[src/rtl/gpio_mux_port.sv]
module gpio_mux_port #(
  parameter int W  = 8,
  parameter int AW = 3,
  parameter int DW = 16
) (
  input  logic          clk,
  input  logic          rst_n,
  input  logic          cfg_line,
  input  logic          bus_wr,
  input  logic          bus_rd,
  input  logic [AW-1:0] bus_addr,
  input  logic [DW-1:0] bus_wdata,
  output logic [DW-1:0] bus_rdata,
  input  logic [W-1:0]  pin_in,
  output logic [W-1:0]  pin_out,
  output logic [W-1:0]  pin_oe,
  input  logic [W-1:0]  alt_out,
  input  logic [W-1:0]  alt_oe,
  output logic [W-1:0]  alt_in
);
  localparam int PADW = DW - W;
  localparam logic [AW-1:0] A_DAT0 = AW'(0);
  localparam logic [AW-1:0] A_DAT1 = AW'(1);
  localparam logic [AW-1:0] A_DIR  = AW'(2);
  localparam logic [AW-1:0] A_ASG  = AW'(3);

  logic [W-1:0] lat_q, dir_q, asg_q, s1_q, s2_q, rd_val;

  wire wr_dat = bus_wr && (bus_addr == A_DAT0 || bus_addr == A_DAT1);
  wire wr_dir = bus_wr && (bus_addr == A_DIR);
  wire wr_asg = bus_wr && (bus_addr == A_ASG);
  wire unused_hi = ^bus_wdata[DW-1:W];

  always_ff @(posedge clk)
    if (wr_dat) lat_q <= bus_wdata[W-1:0];

  always_ff @(posedge clk or negedge rst_n)
    if (!rst_n)      dir_q <= '0;
    else if (wr_dir) dir_q <= bus_wdata[W-1:0];

  always_ff @(posedge clk)
    if (!rst_n)      asg_q <= {W{cfg_line}};
    else if (wr_asg) asg_q <= bus_wdata[W-1:0];

  always_ff @(posedge clk or negedge rst_n)
    if (!rst_n) begin
      s1_q <= '0;
      s2_q <= '0;
    end else begin
      s1_q <= pin_in;
      s2_q <= s1_q;
    end

  always_comb begin
    case (bus_addr)
      A_DAT0, A_DAT1: rd_val = (dir_q & lat_q) | (~dir_q & s2_q);
      A_DIR:          rd_val = dir_q;
      A_ASG:          rd_val = asg_q;
      default:        rd_val = '0;
    endcase
  end

  always_ff @(posedge clk or negedge rst_n)
    if (!rst_n)      bus_rdata <= '0;
    else if (bus_rd) bus_rdata <= {{PADW{1'b0}}, rd_val};

  assign pin_out = (asg_q & alt_out) | (~asg_q & lat_q);
  assign pin_oe  = (asg_q & alt_oe)  | (~asg_q & dir_q);
  assign alt_in  = s2_q;
endmodule

[config.mk]
export PLATFORM = sky130hd
export DESIGN_NAME = gpio_mux_port
export DESIGN_NICKNAME = d
export VERILOG_FILES = /design/src/rtl/gpio_mux_port.sv
export SDC_FILE = /design/constraint.sdc
export NUM_CORES = 1
export LEC_CHECK = 0
export BUFFER_PORTS_ARGS = -buffer_cell sky130_fd_sc_hd__buf_2
export CAP_MARGIN = 15
export CORE_AREA = 2 2 74 76
export CTS_CLUSTER_SIZE = 25
export DETAILED_ROUTE_END_ITERATION = 8
export DIE_AREA = 0 0 76 78
export PLACE_DENSITY = 0.84
export SYNTH_ARGS = -nofsm -noshare
export SYNTH_HDL_FRONTEND = slang
export SYNTH_SLANG_ARGS = --single-unit
[constraint.sdc]
create_clock -name clk -period 0.98 [get_ports clk]
set_clock_uncertainty 0.05 [all_clocks]
set_input_delay 0.196 -clock clk [delete_from_list [all_inputs] [get_ports clk]]
set_output_delay 0.196 -clock clk [all_outputs]
set_load 0.02 [all_outputs]
# ---- Yosys cells after proc, flatten, opt, wreduce, memory -nomap -nowiden
# Index checks and enable logic that the tools add are counted.
dict set report word_totals {
  in_bits 48
  output_inout_bits 40
  ff_bits 48
}
dict set report op_classes {
  mux 3
  n_reduce_logical 6
  n_eq_ne 4
  n_bitwise 11
}
# cell n
set ops {}
lappend ops {{AND 8 bit} 6}
lappend ops {{OR 8 bit} 3}
lappend ops {{one-hot mux 8 bit (3 select lines)} 1}
lappend ops {{two-way mux 8 bit} 2}
lappend ops {{NOT 8 bit} 2}
lappend ops {{== test 3 x 2 -> 1 bit, second input constant} 2}
lappend ops {{== test 3 x 1 -> 1 bit, second input constant} 1}
lappend ops {{logical AND 1 bit} 3}
lappend ops {{logical NOT 3 bit} 1}
lappend ops {{!= test 2 x 1 -> 1 bit, second input constant} 1}
lappend ops {{OR reduction 2 bit} 1}
lappend ops {{logical OR 1 bit} 1}

# ---- Longest topological paths before layout
# Gate-level depths: netlist of run 1.
dict set report logic_depth {
  ltp_word 4
  depth_mapped 4
  mapped_depth_nobuf 3
}

# ---- Least setup slack after synthesis of run 1
# Ideal clock, no wire load.
dict set report synth_timing {
  path_kind {input port to flip-flop}
  startpoint {input port bus_addr[0]}
  endpoint {register asg_q[0] (enable)}
  arrival_time_ps 1070
  path_buffers 1
  stages 3
  setup_time_ps 384
  slack_ps -524
  cell_sequence {buf_2 > nand2_1 > o21ai_0}
}
dict set report synth_via {
  elab_chain_len 3
}
# element line
set synth_lines {}
lappend synth_lines {{start, declared} 11} ;# input logic [AW-1:0] bus_addr,
lappend synth_lines {{== test 3 x 2 -> 1 bit} 31} ;# wire wr_asg = bus_wr && (bus_addr == A_ASG);
lappend synth_lines {{logical AND 1 bit} 31}
lappend synth_lines {{!= test 2 x 1 -> 1 bit (no source line)} n/a}
lappend synth_lines {{end signal, assigned} 42} ;# if (!rst_n) asg_q <= {W{cfg_line}};
lappend synth_lines {{end signal, assigned} 43} ;# else if (wr_asg) asg_q <= bus_wdata[W-1:0];
lappend synth_lines {{end, declared} 27} ;# logic [W-1:0] lat_q, dir_q, asg_q, s1_q, s2_q, rd_val;
# No other way between the ends.
# A chain may end at the register's enable or synchronous reset.

# ---- Final worst setup path of run 1
dict set report layout_timing {
  startpoint {register asg_q[0]}
  endpoint {output port pin_out[0]}
}
dict set report layout_via {
  elab_chain_len 3
}
# element line
set layout_lines {}
lappend layout_lines {{NOT 8 bit} 67} ;# assign pin_out = (asg_q & alt_out) | (~asg_q & lat_q);
lappend layout_lines {{AND 8 bit} 67}
lappend layout_lines {{OR 8 bit *} 67}
lappend layout_lines {{end, declared} 15} ;# output logic [W-1:0] pin_out,
# Mark *: on every way between the ends. The rest lies on a longest branch, timed or not.

==> results of run 1 <==
==> worst register-to-register path, stage by stage, from the launching register on <==
cell and delay [ns]:
dfrtp_1 0.42, buf_4 0.15, mux2_4 0.29, a32oi_1 0.16, nand3_1 0.10
==> per-stage QoR <==
stage	hold slack, ns	instance area (sq um)	std cells	utilization	total power (W)
6_report	0.0428	3340	351	0.663	0.00558
5_1_grt	0.0319	3340	351	0.663	0.00583
4_1_cts	0.0423	3200	343	0.635	0.00541
3_5_place_dp	-0.0361	2780	316	0.551	0.00366
3_3_place_gp	-0.0393	2780	316	0.551	0.00363
2_1_floorplan	-0.150	2200	159	-	0.00315
==> synth_stat cells (2+ instances only) <==
cell type   n  share of area
nand2b_1   10          0.029
a32oi_1     3          0.012
buf_2       3         0.0071
edfxtp_1   16           0.23
nand2_1    18          0.032
mux2i_1    10          0.047
nand3_1     3         0.0071
nand3b_1    2         0.0071
nand4_1     3         0.0088
buf_4       8          0.028
clkbuf_1    2         0.0035
dfrtp_1    32           0.38
mux2_2     19           0.10
o221ai_1    4          0.016
mux2_4      8          0.056
==> final cells by class <==
type                       count  area [sq um]
clock buffer                   7          96.3
clock inverter                 1          30.0
fill                         361          1700
inverter                       1          3.75
multi-input combinational     96           841
sequential                    48          1280
tap                           70          87.6
timing repair buffer         128           997
==> layer usage <==
metal	vias up	GRT usage
met5	-	0
met2	67	0.319
met1	827	0.215
li1	789	-
met4	0	0.0545
met3	10	0.0558
==> power by group through the flow <==
stage	Sequential, W	Combinational [W]	Clock [W]
2_1_floorplan	0.00252	0.000624	0
3_3_place_gp	0.00245	0.00118	0
3_5_place_dp	0.00246	0.00120	0
4_1_cts	0.00244	0.00141	0.00157
5_1_grt	0.00248	0.00167	0.00168
6_report	0.00245	0.00158	0.00155
==> cell families (layout without fill, tap and decap cells) <==
family | count (synthesis) | after routing | share of synthesized area
compound gates | 9 | 9 | 0.0347
other cells | 1 | 8 | 0.00176
flops | 48 | 48 | 0.602
simple gates | 42 | 42 | 0.108
mux | 37 | 37 | 0.204
buf+inv | 15 | 137 | 0.0500
==> worst max-delay path by stage <==
stage / slack [ns] / start / depth (start not counted) / end
6_report: -0.55 / asg_q[0] / 2 / pin_out[0]
5_1_grt: -0.58 / asg_q[0] / 2 / pin_out[0]
4_1_cts: -0.50 / asg_q[2] / 2 / pin_out[2]
3_5_place_dp: -0.31 / bus_addr[0] / 4 / dir_q[4]
3_3_place_gp: -0.29 / bus_addr[0] / 4 / dir_q[4]
2_1_floorplan: -0.19 / bus_addr[0] / 4 / dir_q[0]
==> flip-flops by register name, summed over array words and instances (netlist names) <==
register and flops:
asg_q 8, alt_in 8, bus_rdata 8, dir_q 8, s1_q 8, lat_q 8
==> timing repair <==
action	4_1_cts	5_1_grt
hold buffers	9	1
buffers inserted	10	9
gates resized for setup	41	22
hold endpoints to repair	25	17
endpoints found under the setup margin	40	64
pin swaps	3	4
==> reports/qor.txt, run 1 <==
run status -> complete, but fails checks
failing checks -> negative setup slack
Synth Register Bits -> 48
critical path's slowest cell -> edfxtp_1
PnR worst setup slack -> -0.548 ns
Core ar. -> 5040 sq um
net total in the final layout -> 328
die area -> 5930 sq um
via count -> 1693
met3 wire length -> 331 um
vias in the first global route -> 1724
CP peak stage delay -> 0.47 ns
Post-synth EDFFs -> 16
synthesis-to-layout area growth -> 57.0%
crit-path max FO -> 3
critical path arrival -> 1.28 ns
count of input and output buffers -> 71
path type of the worst setup path -> flip-flop to output port
Fin. Hold Viols -> 0
Worst Path Buf+Inv -> 1
Worst setup EP type -> output port
clock sink total -> 48
root buf cell -> clkbuf_8
clk slew on worst S/H paths -> 0.09 ns
type of origin of the critical path -> flip-flop
CTS H-tree lvls -> 2
initial core utilization -> 0.422
Net Sw Frac -> 0.264
Initial DRC Count -> 96
Chip Width -> 76 um
R2R depth -> 4
I/O Pins -> 88
most frequent cells in the layout -> buf_2 (48), buf_4 (40), dfrtp_1 (29), buf_6 (29), nand2_1 (17)
met2 wire length -> 2960 um
worst flop-to-flop path endpoint -> bus_rdata[2]
r2r setup slk -> -0.31 ns
clock share of power -> 0.278
TritonCTS Buffers -> 5
Final min period -> 1.53 ns
WL per Instance -> 15.9 um
CP cell instances -> mux2_2, buf_2
HP Class -> primary input to flip-flop
crit share post-route -> 1.56
Post-DP HPWL -> 3760 um
RSZ-0062 raised after global routing -> yes
leakage -> 1.61 nW
max cap viols -> 0
antenna-violating nets left -> 0
All-Layer GR Usage -> 0.181
Psw -> 0.00147 W
Logic pwr share -> 0.283
Max Clk Rate -> 654 MHz
Final GP Congestion -> 0.766
wire length on met1 -> 2240 um
post-route setup TNS -> -15.35 ns
Placement Setup Slack -> -0.315 ns
async set-or-reset flop fraction in the synthesized netlist -> 0.667
layout cell share with drive strength beyond 1 -> 0.591
fin. max-slew vios -> 0
Max Used Layer -> met4
Hold EP -> lat_q[5]
Final setup viols -> 56
register area share after synthesis -> 0.602
Die Y -> 78 um
PwrDens -> 1670 nW/um^2
unique cell type count in the Yosys netlist -> 26
CP top delay family -> flip-flops
Critical Path RT -> 0.73 ns
global-route wire length before repair -> 8310 um
worst r2r src -> dir_q[2]
dominant synthesized flop cell -> dfrtp_1
Internal -> 0.00411 W
FP Rows -> 26
drt via density -> 4.82
n_diodes -> 0
CTS Buffer Depth -> 2
commonest non-fill, non-tap cell in the layout -> buf_2
antenna violations before repair -> 0
synthesized area per cell -> 14.0 sq um
Pre-Repair DR Iteration Count -> 5
Remaining DRCs -> 0
Hold Path Stages -> 1
worst skew pair latency -> 0.30 ns
gate count of the mapped netlist -> 152
Worst IR Drop VDD -> 819 uV
drt total wl -> 5600 um
Remaining Overflow, GRT -> 0
largest net degree at the start of global routing -> 15
Mapped Area -> 2130 sq um
min-delay src -> bus_wdata[5]
TritonCTS clock tree -> yes
sequential share of power -> 0.439
Synth Warn # -> 0
No activity file was read; power rests on OpenSTA's default activity.
==> run 2: changes to the inputs <==
--- a/config.mk
+++ b/config.mk
@@ -8,10 +8,12 @@
 export BUFFER_PORTS_ARGS = -buffer_cell sky130_fd_sc_hd__buf_2
 export CAP_MARGIN = 15
 export CORE_AREA = 2 2 74 76
+export CTS_CLUSTER_DIAMETER = 40
 export CTS_CLUSTER_SIZE = 25
 export DETAILED_ROUTE_END_ITERATION = 8
 export DIE_AREA = 0 0 76 78
 export PLACE_DENSITY = 0.84
+export SKIP_LAST_GASP = 1
 export SYNTH_ARGS = -nofsm -noshare
 export SYNTH_HDL_FRONTEND = slang
 export SYNTH_SLANG_ARGS = --single-unit
==> run 2 against run 1 <==
  * The run still ends with negative setup slack left
  * Cell area shrank 0.19%
  * Sequential share of layout area grew 0.072 points
  * First-iteration DRC count grew 5.2%
  * Setup slack gained 0.042 ns
  * Sequential cell count is the same
  * Global-route usage is essentially flat
  * Worst hold slack gained 0.0026 ns
  * Wire length shrank 1.0%
  * Fmax grew 2.8%
  * Sequential power is essentially flat
  * Non-clock buffer count grew 1
==> reports/qor.txt, run 2 (same netlist as run 1, synthesis figures left out) <==
Fin. Hold Viols -> 0 (unchanged)
Chip Width -> 76 um (unchanged)
largest net degree at the start of global routing -> 15 (unchanged)
Initial DRC Count -> 101 (+5.2%)
crit share post-route -> 1.52 (-0.0432)
antenna violations before repair -> 0 (unchanged)
Pre-Repair DR Iteration Count -> 5 (unchanged)
initial core utilization -> 0.422 (unchanged)
Final min period -> 1.49 ns (-0.0423 ns)
PwrDens -> 1670 nW/um^2 (-0.22%)
via count -> 1692 (-0.059%)
run status -> complete, but fails checks
Final GP Congestion -> 0.766 (unchanged)
drt total wl -> 5540 um (-1.0%)
Remaining DRCs -> 0 (unchanged)
All-Layer GR Usage -> 0.182 (+0.000253)
Remaining Overflow, GRT -> 0 (unchanged)
critical path's slowest cell -> edfxtp_1
die area -> 5930 sq um (unchanged)
commonest non-fill, non-tap cell in the layout -> buf_2
CTS H-tree lvls -> 2 (unchanged)
Post-DP HPWL -> 3760 um (unchanged)
failing checks -> negative setup slack
Worst IR Drop VDD -> 922 uV (+13%)
TritonCTS clock tree -> yes
critical path arrival -> 1.24 ns (-0.04 ns)
most frequent cells in the layout -> buf_2 (49), buf_4 (41), dfrtp_1 (29)
fillers -> 361 (unchanged)
crit-path max FO -> 3 (unchanged)
Critical Path RT -> 0.73 ns (about the same)
drt via density -> 4.81 (-0.34%)
RSZ-0062 raised after global routing -> yes
Die Y -> 78 um (unchanged)
clock sink total -> 48 (unchanged)
type of origin of the critical path -> flip-flop
n_diodes -> 0 (unchanged)
Placement Setup Slack -> -0.315 ns (unchanged)
worst skew pair latency -> 0.30 ns (about the same)
clk slew on worst S/H paths -> 0.09 ns (about the same)
vias in the first global route -> 1727 (+0.17%)
WL per Instance -> 15.7 um (-1.3%)
Worst setup EP type -> output port
net total in the final layout -> 329 (+0.30%)
CTS Buffer Depth -> 2 (unchanged)
final hold slack -> 0.0455 ns (+0.00263 ns)
root buf cell -> clkbuf_8
Max Clk Rate -> 673 MHz (+2.8%)
count of input and output buffers -> 71 (unchanged)
FP Rows -> 26 (unchanged)
Core ar. -> 5040 sq um (unchanged)
HP Class -> primary input to flip-flop
Final setup viols -> 57 (+1.8%)
layout cell share with drive strength beyond 1 -> 0.589 (-0.00209)
fin. max-slew vios -> 0 (unchanged)
CP peak stage delay -> 0.44 ns (-0.03 ns)
max cap viols -> 0 (unchanged)
Final Core Density -> 0.661 (-0.00124)
leakage -> 1.61 nW (unchanged)
PnR worst setup slack -> -0.506 ns (+0.0423 ns)
antenna-violating nets left -> 0 (unchanged)
I/O Pins -> 88 (unchanged)
global-route wire length before repair -> 8330 um (+0.17%)
TritonCTS Buffers -> 5 (unchanged)
synthesis-to-layout area growth -> 56.7%
CP cell instances -> mux2_2, buf_2
path type of the worst setup path -> flip-flop to output port
-- run 2: changes by cell type in the layout (fill, tap and decap cells not counted), sizes merged --
cell | before | now
buf | 119 | 120
-- run 2: stage by stage --
stage	total power (W)	area (sq um)	setup TNS [ns]	cells
after floorplan	0.00315	2200	-1.94	159
after global placement	0.00363	2780	-8.91	316
after detailed placement	0.00366	2780	-9.67	316
after CTS	0.00540	3190	-14.88	343
after global routing	0.00581	3330	-17.22	352
final	0.00556	3330	-15.28	352
-- run 2: timing repair --
| item | in CTS | in global routing |
|---|---|---|
| cloned | 0 | 0 |
| hold buffers | 9 | 1 |
| hold endpoints to repair | 25 | 17 |
| endpoints found under the setup margin | 40 | 64 |
| resized for setup | 38 | 21 |
| setup buffers | 10 | 10 |
| pin swaps | 3 | 5 |
-- run 2: layout make-up --
type / count / area (sq um) / share of cell area
Timing Repair Buffer: 129 / 998 / 0.299
Tap cell: 70 / 87.6 / 0.0263
Inverter: 1 / 3.75 / 0.00113
Clock buffer: 7 / 96.3 / 0.0289
Clock inverter: 1 / 30.0 / 0.00901
Multi-Input combinational cell: 96 / 833 / 0.250
Sequential cell: 48 / 1280 / 0.385
-- run 2: path summary, 6_finish.rpt --
path / startpoint / endpoint / slack, ns / depth (start not counted)
worst max-delay path: asg_q[0] / pin_out[0] / -0.51 / 2
worst min-delay path: bus_wdata[5] / lat_q[5] / 0.05 / 1
worst max register to register: dir_q[2] / bus_rdata[2] / -0.29 / 4
worst min register to register: s1_q[2] / alt_in[2] / 0.30 / 0
max in group asynchronous: rst_n / s1_q[6] / 0.10 / 4
min in group asynchronous: rst_n / s1_q[0] / 0.23 / 2
-- run 2: per-layer routing --
metal  vias up  share of wire  GRT usage
met4         0          0.021     0.0618
li1        791              -          -
met1       823           0.40      0.215
met2        66           0.52      0.315
met3        12          0.059     0.0570
met5         -              0          0
-- run 2: critical path: cells and delay by family, from the launching register on --
kind	cells	cell delay (ns)
buf+inv	1	0.16
mux	1	0.35
flops	1	0.44
-- run 2: where the power goes --
part	switching, W	leakage [nW]	internal, W
Clock	0.000641	0.0645	0.000900
Combinational	0.000658	1.01	0.000913
Sequential	0.000161	0.536	0.00229
